===== src/rtl/pirq_pkg.sv =====
// Package: shared types and the slot rotation for the interrupt router.
// Assumes four shared lines (a power of two) and 8-bit steering values.
package pirq_pkg;
    localparam int LINES   = 4;
    localparam int LINE_W  = $clog2(LINES);
    localparam int ROUTE_W = 8;

    typedef logic [LINE_W-1:0]  line_t;
    typedef logic [ROUTE_W-1:0] route_t;

    localparam route_t ROUTE_OFF = 8'h80;

    // Rotate a pin by the low slot bits: (pin + slot - 1) mod LINES.
    function automatic line_t swizzle(input line_t pin, input line_t slot_lsb);
        line_t ones;
        ones = '1;
        return pin + slot_lsb + ones;
    endfunction
endpackage


===== src/rtl/pirq_level_track.sv =====
// Module: holds one level bit per device per shared line, and reduces each
// line to its level. Assumes NUM_DEV is a power of two, with at most one
// event per cycle.
module pirq_level_track
    import pirq_pkg::*;
#(
    parameter int NUM_DEV = 16,
    localparam int DEV_W  = $clog2(NUM_DEV)
) (
    input  logic             clk,
    input  logic             rst_n,
    input  logic             ev_valid,
    input  logic [DEV_W-1:0] ev_dev,
    input  line_t            ev_line,
    input  logic             ev_level,
    output logic [LINES-1:0] line_lvl_o
);
    logic [LINES-1:0][NUM_DEV-1:0] lvl_q;

    // Update the one bit addressed by an event; clear everything on reset.
    always_ff @(posedge clk) begin
        if (!rst_n) begin
            lvl_q <= '0;
        end else if (ev_valid) begin
            lvl_q[ev_line][ev_dev] <= ev_level;
        end
    end

    // Reduce the device bits of each line into one line level.
    generate
        for (genvar j = 0; j < LINES; j++) begin : g_line
            assign line_lvl_o[j] = |lvl_q[j];
        end
    endgenerate

    AST_LINE_SET: assert property (@(posedge clk) disable iff (!rst_n)
        (ev_valid && ev_level) |=> line_lvl_o[$past(ev_line)]);
    AST_RESET_CLEAR: assert property (@(posedge clk)
        !rst_n |=> (line_lvl_o == '0));
endmodule


===== src/rtl/pirq_route_regs.sv =====
// Module: four steering registers, one per shared line, loaded by a plain
// write port. Assumes that at most one write arrives per cycle.
module pirq_route_regs
    import pirq_pkg::*;
(
    input  logic   clk,
    input  logic   rst_n,
    input  logic   wr_en,
    input  line_t  wr_sel,
    input  route_t wr_data,
    output route_t route_o [LINES]
);
    route_t route_q [LINES];

    // Hold each steering register; a reset returns every line to unconnected.
    always_ff @(posedge clk) begin
        if (!rst_n) begin
            for (int j = 0; j < LINES; j++) route_q[j] <= ROUTE_OFF;
        end else if (wr_en) begin
            route_q[wr_sel] <= wr_data;
        end
    end

    // Drive the stored values out to the steering logic.
    always_comb begin
        for (int j = 0; j < LINES; j++) route_o[j] = route_q[j];
    end

    AST_ROUTE_WRITE: assert property (@(posedge clk) disable iff (!rst_n)
        wr_en |=> (route_o[$past(wr_sel)] == $past(wr_data)));
endmodule


===== src/rtl/pirq_steer.sv =====
// Module: steers each connected line to its controller input, ORs the lines
// that share an input, and registers the vector. Assumes a value of
// NUM_INPUTS or more means unconnected.
module pirq_steer
    import pirq_pkg::*;
#(
    parameter int NUM_INPUTS = 16,
    localparam int IN_W      = $clog2(NUM_INPUTS)
) (
    input  logic                  clk,
    input  logic                  rst_n,
    input  logic [LINES-1:0]      line_lvl,
    input  route_t                route [LINES],
    output logic [NUM_INPUTS-1:0] irq_o
);
    logic [LINES-1:0]      conn;
    logic [NUM_INPUTS-1:0] hit;
    logic [NUM_INPUTS-1:0] named;
    logic [NUM_INPUTS-1:0] irq_q;

    // Mark each line whose steering value names a real input.
    generate
        for (genvar j = 0; j < LINES; j++) begin : g_conn
            assign conn[j] = (route[j] < ROUTE_W'(NUM_INPUTS));
        end
    endgenerate

    // For every input, OR together the active lines steered onto it.
    generate
        for (genvar k = 0; k < NUM_INPUTS; k++) begin : g_in
            always_comb begin
                hit[k]   = 1'b0;
                named[k] = 1'b0;
                for (int j = 0; j < LINES; j++) begin
                    if (conn[j] && (route[j][IN_W-1:0] == IN_W'(k))) begin
                        named[k] = 1'b1;
                        hit[k]   = hit[k] | line_lvl[j];
                    end
                end
            end

            AST_UNROUTED_LOW: assert property (@(posedge clk) disable iff (!rst_n)
                !named[k] |=> !irq_o[k]);
        end
    endgenerate

    // Register the steered vector for one cycle of latency.
    always_ff @(posedge clk) begin
        if (!rst_n) irq_q <= '0;
        else        irq_q <= hit;
    end

    assign irq_o = irq_q;

    AST_MAX_ACTIVE: assert property (@(posedge clk) disable iff (!rst_n)
        $countones(irq_o) <= LINES);
endmodule


===== src/rtl/pirq_router.sv =====
// Module: top of the PCI interrupt pin router. It rotates each device event
// onto a shared line, tracks device levels, and steers the lines onto the
// controller inputs. Assumes a synchronous active-low reset and single-cycle
// event and write strobes.
module pirq_router
    import pirq_pkg::*;
#(
    parameter int NUM_DEV    = 16,
    parameter int SLOT_W     = 5,
    parameter int NUM_INPUTS = 16,
    localparam int DEV_W     = $clog2(NUM_DEV)
) (
    input  logic                  clk,
    input  logic                  rst_n,
    input  logic                  ev_valid,
    input  logic [DEV_W-1:0]      ev_dev,
    input  logic [SLOT_W-1:0]     ev_slot,
    input  logic [1:0]            ev_pin,
    input  logic                  ev_level,
    input  logic                  cfg_wr_en,
    input  logic [1:0]            cfg_wr_sel,
    input  logic [7:0]            cfg_wr_data,
    output logic [NUM_INPUTS-1:0] ctrl_irq_o
);
    line_t            ev_line;
    logic [LINES-1:0] line_lvl;
    route_t           route [LINES];
    logic             unused_slot_hi;

    // The rotation only uses the low slot bits; the upper bits are unused.
    assign unused_slot_hi = ^ev_slot[SLOT_W-1:LINE_W];
    assign ev_line        = swizzle(ev_pin, ev_slot[LINE_W-1:0]);

    pirq_level_track #(.NUM_DEV(NUM_DEV)) u_track (
        .clk        (clk),
        .rst_n      (rst_n),
        .ev_valid   (ev_valid),
        .ev_dev     (ev_dev),
        .ev_line    (ev_line),
        .ev_level   (ev_level),
        .line_lvl_o (line_lvl)
    );

    pirq_route_regs u_regs (
        .clk     (clk),
        .rst_n   (rst_n),
        .wr_en   (cfg_wr_en),
        .wr_sel  (cfg_wr_sel),
        .wr_data (cfg_wr_data),
        .route_o (route)
    );

    pirq_steer #(.NUM_INPUTS(NUM_INPUTS)) u_steer (
        .clk      (clk),
        .rst_n    (rst_n),
        .line_lvl (line_lvl),
        .route    (route),
        .irq_o    (ctrl_irq_o)
    );

    AST_RESET_QUIET: assert property (@(posedge clk) disable iff (!rst_n)
        $rose(rst_n) |-> (ctrl_irq_o == '0));
    AST_IDLE_STABLE: assert property (@(posedge clk) disable iff (!rst_n)
        ($past(rst_n) && !ev_valid && !cfg_wr_en && !$past(ev_valid) && !$past(cfg_wr_en))
        |=> $stable(ctrl_irq_o));
endmodule


===== config.mk =====
export PLATFORM = sky130hd
export DESIGN_NAME = pirq_router
export DESIGN_NICKNAME = d
export VERILOG_FILES = /design/src/rtl/pirq_pkg.sv /design/src/rtl/pirq_level_track.sv /design/src/rtl/pirq_route_regs.sv /design/src/rtl/pirq_steer.sv /design/src/rtl/pirq_router.sv
export SDC_FILE = /design/constraint.sdc
export NUM_CORES = 1
export LEC_CHECK = 0
export ABC_AREA = 1
export BUFFER_PORTS_ARGS = -buffer_cell sky130_fd_sc_hd__buf_2
export CAP_MARGIN = 20
export CELL_PAD_IN_SITES_DETAIL_PLACEMENT = 1
export CELL_PAD_IN_SITES_GLOBAL_PLACEMENT = 1
export CORE_UTILIZATION = 31
export DETAILED_ROUTE_END_ITERATION = 6
export PLACE_DENSITY_LB_ADDON = 0.12
export SLEW_MARGIN = 20
export SYNTH_ARGS = -nofsm -noshare
export SYNTH_HDL_FRONTEND = slang
export SYNTH_HIERARCHICAL = 1
export SYNTH_SLANG_ARGS = --single-unit

===== constraint.sdc =====
create_clock -name clk -period 1.7 [get_ports clk]
set_input_delay 0.085 -clock clk [delete_from_list [all_inputs] [get_ports clk]]
set_output_delay 0.085 -clock clk [all_outputs]
set_load 0.01 [all_outputs]

==> run_results.csv, run 1 <==
group,metric,value,unit
power_and_ir_drop,vdd.ir_drop.worst,0.473,mV
routing,post-route-drc-count,0,
cts,ctsHtreeMaxLevel,3,
global_routing,gr-total-overflow,0,
power_and_ir_drop,clock_power_share,38.4,%
global_routing,grt_first_pass_wirelength,25.5,mm
cts,tritoncts.num_buffers,9,
power_and_ir_drop,power.leakage,2.79,nW
die,core_region_area,18000,um2
sta,hold_viol,0,
die,effective_utilization_at_floorplan,31.6,%
synth,post_synth_net_total,813,
layout,ratio_of_cells_with_drive_above_1_in_the_final_layout,16.0,%
routing,detail_route.wl_per_cell,14.9,um
setup_path,r2r.worst_path.cells,9,
routing,route.final.wire_length,15.6,mm
cts,worst_setup_hold_path_clk_slew,80,ps
die,std_cell_rows,49,
power_and_ir_drop,power-per-cell-area,878,nW/um2
sta,fin_tns_setup,0,ps
layout,final_core_util,36.0,%
cts,cts_setup_buffers,0,
synth,synth_enable_flop_cells,32,
placed_design,gpl.final_weighted_congestion,0.824,
cts,clockRootBuffer,"sky130_fd_sc_hd__clkbuf_16",
synth,ys_ff_latch,112,
power_and_ir_drop,intPower,4.05,mW
layout,final_net_count,842,
power_and_ir_drop,power_frac_comb,11.1,%
power_and_ir_drop,netSwitchingFraction,28.6,%
sta,finalCriticalPeriod,1540,ps
die,ioPinCount,42,
sta,final_max_slew_viol_count,0,
setup_path,startpoint_type_of_the_worst_setup_path,"flop",
cts,cts_tree,"built",
layout,finish.cell_count_without_fillers,1049,
synth,netlist-cell-type-count,26,
synth,asyncSetResetFlopFracSynth,0,%
placed_design,io_buffer_count,38,
synth,synthFlopType,"sky130_fd_sc_hd__dfxtp_1",
power_and_ir_drop,power_switching,1.63,mW
synth,ys_warn_count,6,
setup_path,critical_path.max_fanout,4,
sta,min_period_over_period,90.8,%
synth,syn_avg_cell_area,7.23,um2
setup_path,ws_path_type,"reg2reg",
status,run_status,"finished clean",
routing,antenna_violating_nets_post_route,0,
layout,antennaDiodeCount,0,
cts,clock_latency,360,ps
sta,timing.fmax,648,MHz
die,floorplan.die.width,137,um
global_routing,first_global_vias,4983,
layout,final_design_area_no_fill,6470,um2
cts,clkSinkCount,112,
global_routing,gr-usage-all-layers,17.8,%
global_routing,grt_start_max_net_pins,65,
sta,max_slew_margin,51.7,%
routing,num_vias,5017,
placed_design,placedInstanceArea,6140,um2
hold_path,timing.hold.worst.class,"in2reg",
synth,post_synth_inst_count,786,
routing,iter_0_drt_violations,217,
setup_path,capturing_element_type_of_the_critical_path,"flop",
cts,cts-root-to-sink-buffers,2,
synth,synth.cell_area,5680,um2
die,die-area,18900,um2
run,drv.max_cap_violation_count,0,
layout,syn_to_final_growth,13.9,%
synth,yosysSeqAreaShare,45.1,%
hold_path,hold-path-cell-count,3,
routing,drtPass1Iterations,4,
sta,unrepaired_setup_endpoints_after_global_routing,"false",
sta,final-setup-viol-count,0,
setup_path,cp_data_arrival_time,1770,ps
die,chipHeight,137,um
placed_design,dp_cells,1033,
routing,routed_via_density,4.78,
power_and_ir_drop,pwr-share-seq,50.5,%
global_routing,grt_antenna_before_repair,0,
placed_design,dp.final_hpwl,11.6,mm
sta,worst_hold_slack,54.5,ps
cts,cts.hold.buffers_added,0,
sta,fin_worst_skew,11.4,ps
sta,max_slew.worst_pin.slew,725,ps
setup_path,crit_required,1930,ps
## per-stage QoR
step / setup slack [ps] / power, mW
global placement: 43.5 / 3.52
CTS: 12.8 / 5.76
finish: 156 / 5.68
detailed placement: 2.96 / 3.56
global route: 4.88 / 5.94
floorplan: 329 / 3.34
## per-layer routing
metal	up-vias	global-route usage (%)	wire length [um]
li1	2579	-	-
met1	2378	24.1	7900
met2	43	28.8	7200
met3	17	2.24	269
met4	0	6.35	270
met5	-	0	0
## worst max-delay path, stage by stage (launching register included)
cell and delay (ps):
sky130_fd_sc_hd__dfxtp_1 320, sky130_fd_sc_hd__nor2_1 130, sky130_fd_sc_hd__nand4_1 160, sky130_fd_sc_hd__or2_4 300
sky130_fd_sc_hd__nand2_1 110, sky130_fd_sc_hd__nor2_2 60, sky130_fd_sc_hd__nand4_1 80, sky130_fd_sc_hd__nand2_1 90
sky130_fd_sc_hd__nor2_2 130, sky130_fd_sc_hd__nor2_1 50
## power by group through the flow
stage / Sequential, mW / Clock [mW] / Combinational, mW
after floorplan: 2.91 / 0 / 0.427
after global placement: 2.92 / 0 / 0.597
after detailed placement: 2.93 / 0 / 0.626
after CTS: 2.87 / 2.26 / 0.627
after global routing: 2.88 / 2.36 / 0.702
final: 2.87 / 2.18 / 0.628
## layout make-up
cell class / instances / area (um2)
Sequential cell: 112 / 2560
Fill cell: 2245 / 11500
Multi-Input combinational cell: 591 / 2800
Clock inverter: 7 / 83.8
Clock buffer: 9 / 225
Tap cell: 229 / 287
Timing Repair Buffer: 45 / 305
Inverter: 56 / 211
## layout by cell type, fill, tap and decap left out, drive strengths merged
| master | n |
|---|---|
| nand3b | 3 |
| or2 | 4 |
| nand2 | 186 |
| dfxtp | 80 |
| clkinv | 4 |
| ha | 1 |
| o21ai | 1 |
| nand3 | 96 |
| buf | 45 |
| edfxtp | 32 |
| nand4 | 11 |
| nor2 | 219 |
| inv | 59 |
| a21oi | 61 |
| clkbuf | 9 |
| nor3 | 9 |
## final timing paths
| check | from | end | slack, ps |
|---|---|---|---|
| max | u_track/lvl_q[13] | u_steer/irq_o[3] | 160 |
| min | cfg_wr_data[7] | u_regs/route_q[3][7] | 50 |
| max reg2reg | u_track/lvl_q[13] | u_steer/irq_o[3] | 160 |
| min reg2reg | u_track/lvl_q[56] | u_track/lvl_q[56] | 490 |
## sequential cells by signal, summed over array words and instances, names as in the netlist
register        count
u_track/lvl_q      64
u_steer/irq_o      16
u_regs/route_q     32
## cells by family after synthesis
logic type | share of synthesized area, %
buffers and inverters | 6.19
adder cells (fa/ha/maj) | 0.220
AO/OA/AOI/OAI | 5.46
AND/OR/NAND/NOR | 43.0
flip-flops | 45.1
## cell usage after synthesis, types with 11 or more instances
cell type	n	area, um2
sky130_fd_sc_hd__nor2_1	189	709
sky130_fd_sc_hd__nand2_1	173	649
sky130_fd_sc_hd__nand3_1	96	480
sky130_fd_sc_hd__dfxtp_1	80	1600
sky130_fd_sc_hd__a21oi_1	61	305
sky130_fd_sc_hd__inv_1	46	173
sky130_fd_sc_hd__edfxtp_1	32	961
sky130_fd_sc_hd__nor2_4	16	180
sky130_fd_sc_hd__nor2_2	13	81.3
sky130_fd_sc_hd__buf_1	12	45.0
sky130_fd_sc_hd__nand2_4	11	124
sky130_fd_sc_hd__nand4_1	11	68.8
## repair_timing
action,CTS,global route
setup endpoints to repair,2,16
pin swaps,0,3
gates resized for setup,1,9
No activity file was read; power rests on OpenSTA's default activity.
==> inputs of run 2 (changes only) <==
==> constraint.sdc (replaced) <==
create_clock -name clk -period 2 [get_ports clk]
set_input_delay 0.1 -clock clk [delete_from_list [all_inputs] [get_ports clk]]
set_output_delay 0.1 -clock clk [all_outputs]
set_load 0.01 [all_outputs]
==> run 2 against run 1 <==
Via count fell by 0.38%; clock power shrank 9.6%; largest power group unchanged; power down 13%; hold slack improved by 3.5 ps; register-to-register slack improved by 150 ps; utilization shrank 0.29 points; die area is the same; combinational power is 19% lower; critical path depth is the same; sequential power decreased by 15%.
==> run_results.csv, run 2 (synthesized netlist as in run 1, its figures left out) <==
group,metric,value,unit
status,run_status,"finished clean",
cts,ctsHtreeMaxLevel,3,
die,ioPinCount,42,
global_routing,grt_use_met3,2.61,%
die,chipHeight,137,um
layout,largest_register_ffs,64,
global_routing,first_global_vias,4906,
layout,syn_to_final_growth,13.0,%
die,floorplan.die.width,137,um
run,drv.max_cap_violation_count,0,
routing,post-route-drc-count,0,
placed_design,placedInstanceArea,6090,um2
routing,antenna_violating_nets_post_route,0,
power_and_ir_drop,vdd.ir_drop.worst,0.445,mV
cts,tritoncts.num_buffers,9,
sta,fin_tns_setup,0,ps
cts,clock_latency,350,ps
cts,clockRootBuffer,"sky130_fd_sc_hd__clkbuf_16",
layout,nFillCells,2266,
global_routing,gr-usage-all-layers,17.7,%
layout,area_of_the_multi_input_gates,2770,um2
power_and_ir_drop,power-per-cell-area,766,nW/um2
setup_path,cp_data_arrival_time,1910,ps
layout,final_design_area_no_fill,6420,um2
hold_path,timing.hold.worst.class,"in2reg",
sta,finalCriticalPeriod,1690,ps
sta,max_slew_margin,53.5,%
sta,max_slew.worst_pin.slew,697,ps
routing,iter_0_drt_violations,242,
layout,antennaDiodeCount,0,
setup_path,capturing_element_type_of_the_critical_path,"flop",
cts,cts_repair_resize_count,0,
die,core_region_area,18000,um2
placed_design,io_buffer_count,38,
sta,final_max_slew_viol_count,0,
placed_design,dp.final_hpwl,11.7,mm
sta,worst_hold_slack,58.0,ps
layout,layout.area.seq,2560,um2
layout,final_net_count,842,
global_routing,grt.met2_usage,29.6,%
cts,cts_tree,"built",
routing,route.final.wire_length,15.7,mm
global_routing,grt_first_pass_wirelength,25.3,mm
cts,worst_setup_hold_path_clk_slew,80,ps
die,die-area,18900,um2
routing,detail_route.wl_per_cell,15.0,um
layout,mostFrequentLayoutCell,"sky130_fd_sc_hd__nor2_1",
routing,num_vias,4998,
die,std_cell_rows,49,
routing,routed_via_density,4.76,
sta,fin_worst_skew,13.3,ps
die,effective_utilization_at_floorplan,31.6,%
global_routing,grt_start_max_net_pins,65,
cts,cts-root-to-sink-buffers,2,
layout,final_core_util,35.7,%
setup_path,startpoint_type_of_the_worst_setup_path,"flop",
global_routing,grt.met1_usage,23.6,%
layout,ratio_of_cells_with_drive_above_1_in_the_final_layout,15.2,%
setup_path,crit_required,2210,ps
routing,drtPass1Iterations,4,
global_routing,gr-total-overflow,0,
sta,unrepaired_setup_endpoints_after_global_routing,"false",
setup_path,critical_path.max_fanout,4,
sta,hold_viol,0,
cts,cts_setup_buffers,0,
setup_path,ws_path_type,"reg2reg",
cts,cts.hold.buffers_added,0,
layout,registers.top_by_ff_count,"u_track/lvl_q",
global_routing,grt_antenna_before_repair,0,
power_and_ir_drop,power.leakage,2.79,nW
layout,leading_cell_types_in_the_layout_fill_and_taps_excluded,"sky130_fd_sc_hd__nor2_1 (187), sky130_fd_sc_hd__nand2_1 (173), sky130_fd_sc_hd__nand3_1 (96)",
global_routing,grt_busiest_layer,"met2",
cts,clkSinkCount,112,
sta,timing.fmax,591,MHz
placed_design,gpl.final_weighted_congestion,0.843,
sta,final-setup-viol-count,0,
sta,min_period_over_period,84.6,%
[run 2: cell types whose count changed in the layout (fill, tap and decap cells not counted), moves of 2 or more]
cell                       previous run  this run
sky130_fd_sc_hd__buf_12               5         1
sky130_fd_sc_hd__buf_4                2         6
sky130_fd_sc_hd__clkinv_8             3         0
sky130_fd_sc_hd__inv_6                4         2
sky130_fd_sc_hd__nor2_1             181       187
sky130_fd_sc_hd__nor2_2              21        15
sky130_fd_sc_hd__or2_2                0         4
sky130_fd_sc_hd__or2_4                4         0
[run 2: final timing paths]
| path | from | to | slack [ps] | depth (start not counted) |
|---|---|---|---|---|
| setup reg to reg | u_track/lvl_q[13] | u_steer/irq_o[3] | 310 | 9 |
| hold / removal | cfg_wr_data[7] | u_regs/route_q[3][7] | 60 | 3 |
| setup / recovery | u_track/lvl_q[13] | u_steer/irq_o[3] | 310 | 9 |
| hold reg to reg | u_track/lvl_q[26] | u_track/lvl_q[26] | 490 | 2 |
[run 2: per-layer routing]
metal | up-vias | wire length [um]
met5 | - | 0
met2 | 33 | 7390
met3 | 10 | 240
li1 | 2579 | -
met4 | 0 | 123
met1 | 2376 | 7980
[run 2: layout make-up]
class	count	share of cell area (%)
Multi-Input combinational cell	591	43.2
Inverter	56	3.29
Clock buffer	11	4.11
Timing Repair Buffer	45	3.98
Tap cell	229	4.46
Sequential cell	112	39.9
Clock inverter	5	1.05
[run 2: report_power, final]
group | internal (mW) | switching [mW]
clock network | 1.10 | 0.869
registers | 2.39 | 0.0415
logic | 0.132 | 0.379
[run 2: through the flow]
stage	setup slack, ps	std cells	power (mW)
after global placement	309	1033	2.98
after global routing	139	1049	5.14
after floorplan	614	786	2.84
final	307	1049	4.92
after detailed placement	299	1033	3.00
after CTS	268	1049	5.00
[run 2: worst max-delay path: stages (launching register included)]
cell and delay (ps):
sky130_fd_sc_hd__dfxtp_1 320, sky130_fd_sc_hd__nor2_1 160, sky130_fd_sc_hd__nand4_1 140, sky130_fd_sc_hd__or2_2 360, sky130_fd_sc_hd__nand2_1 120, sky130_fd_sc_hd__nor2_2 70, sky130_fd_sc_hd__nand4_1 80, sky130_fd_sc_hd__nand2_1 80
sky130_fd_sc_hd__nor2_1 150, sky130_fd_sc_hd__nor2_1 60
